File: src/rtl/ecp_rev_pkg.sv
package ecp_rev_pkg;
  localparam int unsigned BYTE_W = 8;
  localparam int unsigned RUN_W  = BYTE_W - 1;

  typedef enum logic [1:0] {
    LK_IDLE,
    LK_REQ,
    LK_HOLD
  } link_st_e;
endpackage

File: src/rtl/ecp_rev_sync.sv
module ecp_rev_sync #(
  parameter int unsigned STAGES = 2,
  parameter int unsigned WIDTH  = 1
) (
  input  logic             clk_i,
  input  logic             rst_ni,
  input  logic [WIDTH-1:0] d_i,
  output logic [WIDTH-1:0] q_o
);
  logic [STAGES-1:0][WIDTH-1:0] st_q;

  always_ff @(posedge clk_i or negedge rst_ni) begin
    if (!rst_ni) begin
      st_q <= '0;
    end else begin
      st_q[0] <= d_i;
      for (int k = 1; k < STAGES; k++) st_q[k] <= st_q[k-1];
    end
  end

  assign q_o = st_q[STAGES-1];
endmodule

File: src/rtl/ecp_rev_link.sv
module ecp_rev_link
  import ecp_rev_pkg::*;
#(
  parameter int unsigned SYNC_STAGES = 2
) (
  input  logic              clk_i,
  input  logic              rst_ni,
  input  logic              en_i,
  input  logic              fifo_full_i,
  input  logic              sink_rdy_i,
  input  logic              ack_i,
  input  logic              busy_i,
  input  logic [BYTE_W-1:0] data_i,
  output logic              req_no,
  output logic              rx_vld_o,
  output logic              rx_cmd_o,
  output logic [BYTE_W-1:0] rx_byte_o
);
  link_st_e st_q;
  logic     ack_s, busy_s;

  ecp_rev_sync #(.STAGES(SYNC_STAGES), .WIDTH(2)) u_sync (
    .clk_i (clk_i),
    .rst_ni(rst_ni),
    .d_i   ({ack_i, busy_i}),
    .q_o   ({ack_s, busy_s})
  );

  always_ff @(posedge clk_i or negedge rst_ni) begin
    if (!rst_ni) begin
      st_q <= LK_IDLE;
    end else if (!en_i) begin
      st_q <= LK_IDLE;
    end else begin
      unique case (st_q)
        LK_IDLE: if (!fifo_full_i && sink_rdy_i) st_q <= LK_REQ;
        LK_REQ:  if (ack_s) st_q <= LK_HOLD;
        LK_HOLD: if (!ack_s) st_q <= LK_IDLE;
        default: st_q <= LK_IDLE;
      endcase
    end
  end

  // byte captured on the edge that sees the acknowledge released
  assign rx_vld_o  = en_i && (st_q == LK_HOLD) && !ack_s;
  assign rx_cmd_o  = !busy_s;
  assign rx_byte_o = data_i;
  assign req_no    = (st_q != LK_REQ);

  a_r1_no_req_when_full: assert property (@(posedge clk_i) disable iff (!rst_ni)
    (st_q == LK_IDLE && fifo_full_i) |=> (st_q != LK_REQ));

  a_r2_ack_lifts_req: assert property (@(posedge clk_i) disable iff (!rst_ni)
    (st_q == LK_REQ && ack_s && en_i) |=> req_no);
endmodule

File: src/rtl/ecp_rev_expand.sv
module ecp_rev_expand
  import ecp_rev_pkg::*;
(
  input  logic              clk_i,
  input  logic              rst_ni,
  input  logic              en_i,
  input  logic              fifo_full_i,
  input  logic              rx_vld_i,
  input  logic              rx_cmd_i,
  input  logic [BYTE_W-1:0] rx_byte_i,
  output logic              sink_rdy_o,
  output logic              push_o,
  output logic [BYTE_W-1:0] push_data_o
);
  logic [RUN_W-1:0]  run_cnt_q;
  logic              run_pend_q;
  logic              run_act_q;
  logic [BYTE_W-1:0] byte_q;

  always_ff @(posedge clk_i or negedge rst_ni) begin
    if (!rst_ni) begin
      run_cnt_q  <= '0;
      run_pend_q <= 1'b0;
      run_act_q  <= 1'b0;
      byte_q     <= '0;
    end else if (!en_i) begin
      run_cnt_q  <= '0;
      run_pend_q <= 1'b0;
      run_act_q  <= 1'b0;
    end else if (run_act_q) begin
      if (!fifo_full_i) begin
        if (run_cnt_q == '0) run_act_q <= 1'b0;
        else                 run_cnt_q <= run_cnt_q - 1'b1;
      end
    end else if (rx_vld_i) begin
      if (run_pend_q || !rx_cmd_i) begin
        // data byte, or the byte that follows a run count
        run_act_q  <= 1'b1;
        byte_q     <= rx_byte_i;
        run_pend_q <= 1'b0;
      end else if (!rx_byte_i[BYTE_W-1]) begin
        run_cnt_q  <= rx_byte_i[RUN_W-1:0];
        run_pend_q <= 1'b1;
      end
    end
  end

  assign sink_rdy_o  = !run_act_q;
  assign push_o      = en_i && run_act_q && !fifo_full_i;
  assign push_data_o = byte_q;

  a_r3_single_delivery: assert property (@(posedge clk_i) disable iff (!rst_ni)
    rx_vld_i |-> !run_act_q);

  a_r6_stall_holds: assert property (@(posedge clk_i) disable iff (!rst_ni)
    (run_act_q && fifo_full_i && en_i) |=> (run_act_q && $stable(run_cnt_q)));

  a_r7_abort_clears: assert property (@(posedge clk_i) disable iff (!rst_ni)
    !en_i |=> (!run_act_q && !run_pend_q && run_cnt_q == '0));
endmodule

File: src/rtl/ecp_rev_rle.sv
module ecp_rev_rle
  import ecp_rev_pkg::*;
#(
  parameter int unsigned SYNC_STAGES = 2
) (
  input  logic              clk_i,
  input  logic              rst_ni,
  input  logic              en_i,
  input  logic              busy_i,
  input  logic              ack_i,
  input  logic [BYTE_W-1:0] data_i,
  input  logic              fifo_full_i,
  output logic              req_no,
  output logic              push_o,
  output logic [BYTE_W-1:0] push_data_o
);
  logic              sink_rdy, rx_vld, rx_cmd;
  logic [BYTE_W-1:0] rx_byte;

  ecp_rev_link #(.SYNC_STAGES(SYNC_STAGES)) u_link (
    .clk_i      (clk_i),
    .rst_ni     (rst_ni),
    .en_i       (en_i),
    .fifo_full_i(fifo_full_i),
    .sink_rdy_i (sink_rdy),
    .ack_i      (ack_i),
    .busy_i     (busy_i),
    .data_i     (data_i),
    .req_no     (req_no),
    .rx_vld_o   (rx_vld),
    .rx_cmd_o   (rx_cmd),
    .rx_byte_o  (rx_byte)
  );

  ecp_rev_expand u_expand (
    .clk_i      (clk_i),
    .rst_ni     (rst_ni),
    .en_i       (en_i),
    .fifo_full_i(fifo_full_i),
    .rx_vld_i   (rx_vld),
    .rx_cmd_i   (rx_cmd),
    .rx_byte_i  (rx_byte),
    .sink_rdy_o (sink_rdy),
    .push_o     (push_o),
    .push_data_o(push_data_o)
  );
endmodule

File: config.mk
export PLATFORM = sky130hd
export DESIGN_NAME = ecp_rev_rle
export DESIGN_NICKNAME = d
export VERILOG_FILES = /design/src/rtl/ecp_rev_pkg.sv /design/src/rtl/ecp_rev_sync.sv /design/src/rtl/ecp_rev_link.sv /design/src/rtl/ecp_rev_expand.sv /design/src/rtl/ecp_rev_rle.sv
export SDC_FILE = /design/constraint.sdc
export NUM_CORES = 1
export LEC_CHECK = 0
export BUFFER_PORTS_ARGS = -buffer_cell sky130_fd_sc_hd__buf_2
export CELL_PAD_IN_SITES_DETAIL_PLACEMENT = 0
export CELL_PAD_IN_SITES_GLOBAL_PLACEMENT = 2
export CORE_MARGIN = 4
export CORE_UTILIZATION = 33
export CTS_BUF_LIST = sky130_fd_sc_hd__clkbuf_4
export DETAILED_ROUTE_END_ITERATION = 8
export PLACE_DENSITY = 0.86
export SLEW_MARGIN = 0
export SYNTH_ARGS = -nofsm -noshare
export SYNTH_HDL_FRONTEND = slang
export SYNTH_SLANG_ARGS = --single-unit
File: constraint.sdc
create_clock -name clk_i -period 1.8 [get_ports clk_i]
set_input_delay 0.09 -clock clk_i [delete_from_list [all_inputs] [get_ports clk_i]]
set_output_delay 0.09 -clock clk_i [all_outputs]
set_load 0.01 [all_outputs]
==> out/metrics.cfg, run 1 <==
[synth]
yosys.area.top_type=dfrtp_1
synth-edff-count=0
ys.flop_type=dfrtp_1
syn_area_mm2=0.001155
synth-xor-area-share_pct=0
synth-seq-cells=23
seq_area_frac_synth_pct=49.84
synth-simple-area-share_pct=19.07
yosys-top-cells-area=dfrtp_1 (50%), mux2_2 (4.9%), mux2_1 (2.9%)
syn_inst=98
syn_nets=113
synthMuxAreaShare_pct=9.534
synth.top_cell.area_share_pct=49.84
synth_cell_types=40
synth_fa_ha_area_share_pct=1.083
synth-compound-area-share_pct=16.25
syn_area_per_cell_um2=11.78
yosys_warnings=0
ys_async_sr_fraction_pct=100.0
synth_top_family_by_area=simple AND/OR/NAND/NOR gates

[floorplanning]
rows=21
io_pins=24
start_util_pct=34.34
core_mm2=0.003363
die_w_um=67.16
dieArea_mm2=0.004510
die_h_um=67.16

[cts]
cts_tree=built
cts_sinks=23
clk_latency_ns=0.31
cts-root-buf=clkbuf_4
cts_inserted_buffers=3
path_clk_slew_ns=0.13
cts_max_level=1
clk_path_buf_depth=2

[critical_path]
critPathMaxStageDelay_ns=0.40
path_class=reg -> reg
cp_slowest_cell=dfrtp_1
cp_top_family=simple AND/OR/NAND/NOR gates
worstPathMaxFanout=3
end_kind=flip-flop
crit_required_ns=2.01
path_buf_inv=1
worstPathArrival_ns=2.09
path_cells=inv_1, ha_2, or3b_4, or3_1, a32o_1, a22o_1
cp-start-kind=flip-flop

[detailed_routing]
num_vias=948
first_pass_iters=4
drt-initial-drc-count=31
vias_per_cell=4.938
detail-route-antenna-nets=0
wirelength_um=2597
avgRoutedWirePerCell_um=13.53
drc=0

[run]
drv_cap=0

[power_and_ir_drop]
power_leakage_nw=0.7430
powerDensity_mw_per_mm2=659.4
vdd_drop_max_uv=529.5

[timing]
slew_viol_final=0
fin_tns_setup_ns=-0.1212
setup_viol=4
finClkSkew_ns=0.008423
rsz0062_at_grt=yes
max_slew.worst_pin.slew_ns=0.5208
period_share_pct=104.2
setup_slack_ns=-0.07587
finalHoldViolCount=0
max_freq_ghz=0.5331
slew_headroom_pct=65.28
min_period_ns=1.876

[placed_design]
gp_congestion=0.8417
hpwlAfterDp_um=1925
port-buffer-count=23

[finish]
nets=162
diodes=0
fillCellCount=347
drive_gt1_share_pct=47.95
area_delta_synth_final_pct=37.70
final_util_pct=47.28

[global_routing]
overflow=0
grt_use_total_pct=12.73
grt_pass1_wl_um=4402
first_global_vias=976
grt_max_degree=24
antenna_found_initial=0

[run_status]
violations=negative setup slack
outcome=complete, but fails checks

[worst_hold_path]
hp-class=in -> reg

## worst reg2reg max path, cell delays in order, from the launching register on
cell     delay [ns]
dfrtp_1        0.40
inv_1          0.06
ha_2           0.17
or3b_4         0.40
or3_1          0.36
a32o_1         0.22
a22o_1         0.17
## worst paths after layout
kind	startpoint	endpoint	slack (ns)	depth (start not counted)
worst max-delay path	u_expand.run_cnt_q[1]	u_expand.run_cnt_q[6]	-0.08	6
worst min-delay path	data_i[2]	u_expand.run_cnt_q[2]	0.005	3
worst max register to register	u_expand.run_cnt_q[1]	u_expand.run_cnt_q[6]	-0.08	6
worst min register to register	u_link.u_sync.st_q[1]	u_link.u_sync.q_o[1]	0.37	0
max in group asynchronous	rst_ni	u_expand.push_data_o[6]	1.18	2
min in group asynchronous	rst_ni	u_link.u_sync.st_q[1]	0.26	2
## flip-flops by register name, indices dropped and copies added (netlist names)
register              flops
u_expand.run_act_q        1
u_expand.push_data_o      8
u_link.u_sync.st_q        2
u_expand.run_pend_q       1
u_link.st_q               2
u_link.u_sync.q_o         2
u_expand.run_cnt_q        7
## what timing repair did
action | in CTS | in global routing
hold buffers | 3 | 0
buffers inserted | 0 | 5
hold endpoints to repair | 25 | 0
endpoints found under the setup margin | 4 | 15
gates resized for setup | 3 | 9
pin swaps | 5 | 13
## power breakdown
part / internal, mW / leakage [nW] / switching (mW)
clock network: 0.0829 / 0.0177 / 0.152
logic: 0.120 / 0.427 / 0.110
registers: 0.561 / 0.298 / 0.0229
## final cells by class
cell class	instances	area (µm²)	share of cell area, %
tap	46	57.56	3.619
inverter	5	18.77	1.180
clock inverter	1	5.005	0.3147
multi-input combinational	66	573.1	36.03
timing repair buffer	48	337.8	21.24
sequential	23	575.6	36.19
clock buffer	3	22.52	1.416
## logic make-up after synthesis
family / Yosys count
mux: 10
compound gates: 21
simple gates: 34
buf+inv: 9
flops: 23
fa+ha+maj: 1
## stage by stage
step | setup slack (ns) | instance area (µm²) | cells | total power [mW] | hold WS (ns)
after global routing | -0.1445 | 1590 | 192 | 1.112 | 0.01722
after CTS | -0.06709 | 1519 | 187 | 1.051 | 0.005484
after floorplan | -0.07139 | 1165 | 98 | 0.7032 | -0.2056
final | -0.07587 | 1590 | 192 | 1.049 | 0.005348
after global placement | -0.02389 | 1448 | 180 | 0.7990 | 0.08994
after detailed placement | -0.06036 | 1448 | 180 | 0.8067 | 0.09583
## Yosys cell counts (3+ instances only)
library cell,n
mux2_1,3
nand2_1,4
dfrtp_1,23
or3_1,3
nor2_1,3
mux2_2,5
inv_1,5
nor3_1,5
a21oi_1,4
## cells in the final DEF (no fill, tap or decap), types with 2 or more instances in the layout
cell,n
a32o_1,2
buf_2,23
nand4b_1,2
mux2_1,3
buf_4,17
a211o_1,2
dfrtp_1,23
nand3_1,2
mux2i_1,2
mux2_2,5
nor2_1,3
nand2_1,4
inv_1,4
a21oi_1,3
o21a_1,2
clkbuf_4,3
nor3_1,5
dlygate4sd3_1,3
buf_6,4
or2b_2,2
or3_1,2
a22o_1,2
nand4_1,2
## metal layers
layer	up-vias	global-route usage [%]	wire, µm
met1	465	16.16	1183
met2	14	22.21	1314
li1	465	-	-
met5	-	0	0
met4	0	3.797	31
met3	4	1.997	68
Power figures use the tool's default switching activity.
==> run 2: changes to the inputs <==
--- a/config.mk
+++ b/config.mk
@@ -12,7 +12,7 @@
 export CORE_UTILIZATION = 33
 export CTS_BUF_LIST = sky130_fd_sc_hd__clkbuf_4
 export DETAILED_ROUTE_END_ITERATION = 8
-export PLACE_DENSITY = 0.86
+export PLACE_DENSITY_LB_ADDON = 0.1
 export SLEW_MARGIN = 0
 export SYNTH_ARGS = -nofsm -noshare
 export SYNTH_HDL_FRONTEND = slang
==> out/metrics.cfg, run 2 (same netlist as run 1, synthesis figures left out) <==
[run_status]
outcome=complete, but fails checks
violations=negative setup slack

[finish]
drive_gt1_share_pct=49.66
layout_commonest_cell=buf_2
multiInputGateArea_um2=608.1
fillCellCount=336
mostFrequentLayoutCells=buf_2 (23), dfrtp_1 (22), buf_4 (17)
fin_area_mm2=0.001674
area_delta_synth_final_pct=44.96
largest_register_ff_count=8
diodes=0
final_util_pct=49.78
nets=165
seq_area_um2=576.8

[floorplanning]
rows=21
die_w_um=67.16
die_h_um=67.16
core_mm2=0.003363
dieArea_mm2=0.004510
start_util_pct=34.34
io_pins=24

[placed_design]
gp_congestion=0.8036
hpwlAfterDp_um=1982
port-buffer-count=23
place_area_mm2=0.001455

[timing]
finClkSkew_ns=0.009203
slew_viol_final=0
finalHoldViolCount=0
setup_viol=2
period_share_pct=105.3
min_period_ns=1.895
rsz0062_at_grt=yes
fin_hold_ws_ns=0.01455
max_freq_ghz=0.5278
setup_slack_ns=-0.09468
slew_headroom_pct=65.43
max_slew.worst_pin.slew_ns=0.5186

[worst_hold_path]
hp-class=in -> reg
min_from=data_i[5]
holdPathEnd=u_expand.push_data_o[5]
min_path_cells=2

[global_routing]
antenna_found_initial=0
grt_pass1_wl_um=4719
first_global_vias=1007
grt_max_degree=24
grt_use_total_pct=13.90
overflow=0

[detailed_routing]
avgRoutedWirePerCell_um=14.66
drc=0
vias_per_cell=4.974
wirelength_um=2859
first_pass_iters=4
detail-route-antenna-nets=0
drt-initial-drc-count=50
num_vias=970

[cts]
clk_path_buf_depth=2
cts_sinks=23
clk_latency_ns=0.31
path_clk_slew_ns=0.13
cts_tree=built
cts-root-buf=clkbuf_4
cts_inserted_buffers=3
cts_max_level=1

[power_and_ir_drop]
power_leakage_nw=0.7825
vdd_drop_max_uv=384.7
powerDensity_mw_per_mm2=658.0

[run]
drv_cap=0

[critical_path]
regToRegSetupSlack_ns=-0.09
rr_worst_depth=6
worstPathMaxFanout=4
end_kind=flip-flop
r2r_start=u_expand.run_cnt_q[0]
rr_endpoint=u_expand.run_cnt_q[6]
path_class=reg -> reg
crit_required_ns=2.02
cp-start-kind=flip-flop
worstPathArrival_ns=2.11

[run 2: changes by cell type in the layout (fill, tap and decap cells not counted), sizes merged]
| cell | before | now |
|---|---|---|
| dlygate4sd3 | 3 | 5 |
| clkinv | 1 | 0 |
| clkbuf | 3 | 5 |
[run 2: layout make-up]
cell class	count	share of cell area (%)
clock buffers	4	1.794
inverters	5	1.121
multi-input cells	66	36.32
flip-flops and latches	23	34.45
well taps	46	3.438
repair buffers	51	22.87
[run 2: repair_timing]
item                                    CTS  global route
cloned                                    0             1
hold endpoints to repair                 27             0
endpoints found under the setup margin    7            15
gates resized for setup                   4            17
buffers inserted                          4             0
pin swaps                                 4            11
hold buffers                              5             0
[run 2: worst max-delay path, cell delays in order, from the launching register on]
cell	delay (ns)
dfrtp_1	0.41
inv_1	0.07
ha_2	0.18
or3b_4	0.41
or3_1	0.33
a32o_1	0.23
a22o_1	0.18
[run 2: per-stage QoR]
stage | total power [mW] | setup WS [ns] | instances | setup TNS (ns)
2_1_floorplan | 0.7032 | -0.07139 | 98 | -0.08947
3_3_place_gp | 0.8013 | -0.09507 | 181 | -0.2791
3_5_place_dp | 0.8067 | -0.1089 | 181 | -0.4209
4_1_cts | 1.091 | -0.1131 | 194 | -0.1131
5_1_grt | 1.162 | -0.1359 | 195 | -0.3881
6_report | 1.102 | -0.09468 | 195 | -0.1339
[run 2: how the worst max path moves through the flow]
stage	start	to	slack (ns)	cells past startpoint
final	u_expand.run_cnt_q[0]	u_expand.run_cnt_q[6]	-0.09	6
after global routing	u_expand.run_cnt_q[1]	u_expand.run_cnt_q[6]	-0.14	6
after CTS	u_expand.run_cnt_q[1]	u_expand.run_cnt_q[6]	-0.11	6
after global placement	u_expand.run_cnt_q[1]	u_expand.run_cnt_q[5]	-0.1	5
after floorplan	u_expand.run_cnt_q[0]	u_expand.run_cnt_q[6]	-0.07	6
after detailed placement	u_expand.run_cnt_q[0]	u_expand.run_cnt_q[6]	-0.11	6
[run 2: layer usage]
layer | vias to the layer above | wire length, µm | GRT usage, %
met5 | - | 0 | 0
met4 | 0 | 16 | 4.557
met3 | 2 | 115 | 2.662
met2 | 25 | 1329 | 21.47
met1 | 476 | 1398 | 19.48
li1 | 467 | - | -
[run 2: where the power goes]
group,total [mW],internal [mW],switching [mW]
logic,0.257,0.143,0.114
registers,0.585,0.561,0.0240
clock network,0.260,0.102,0.158
total,1.10,0.806,0.296
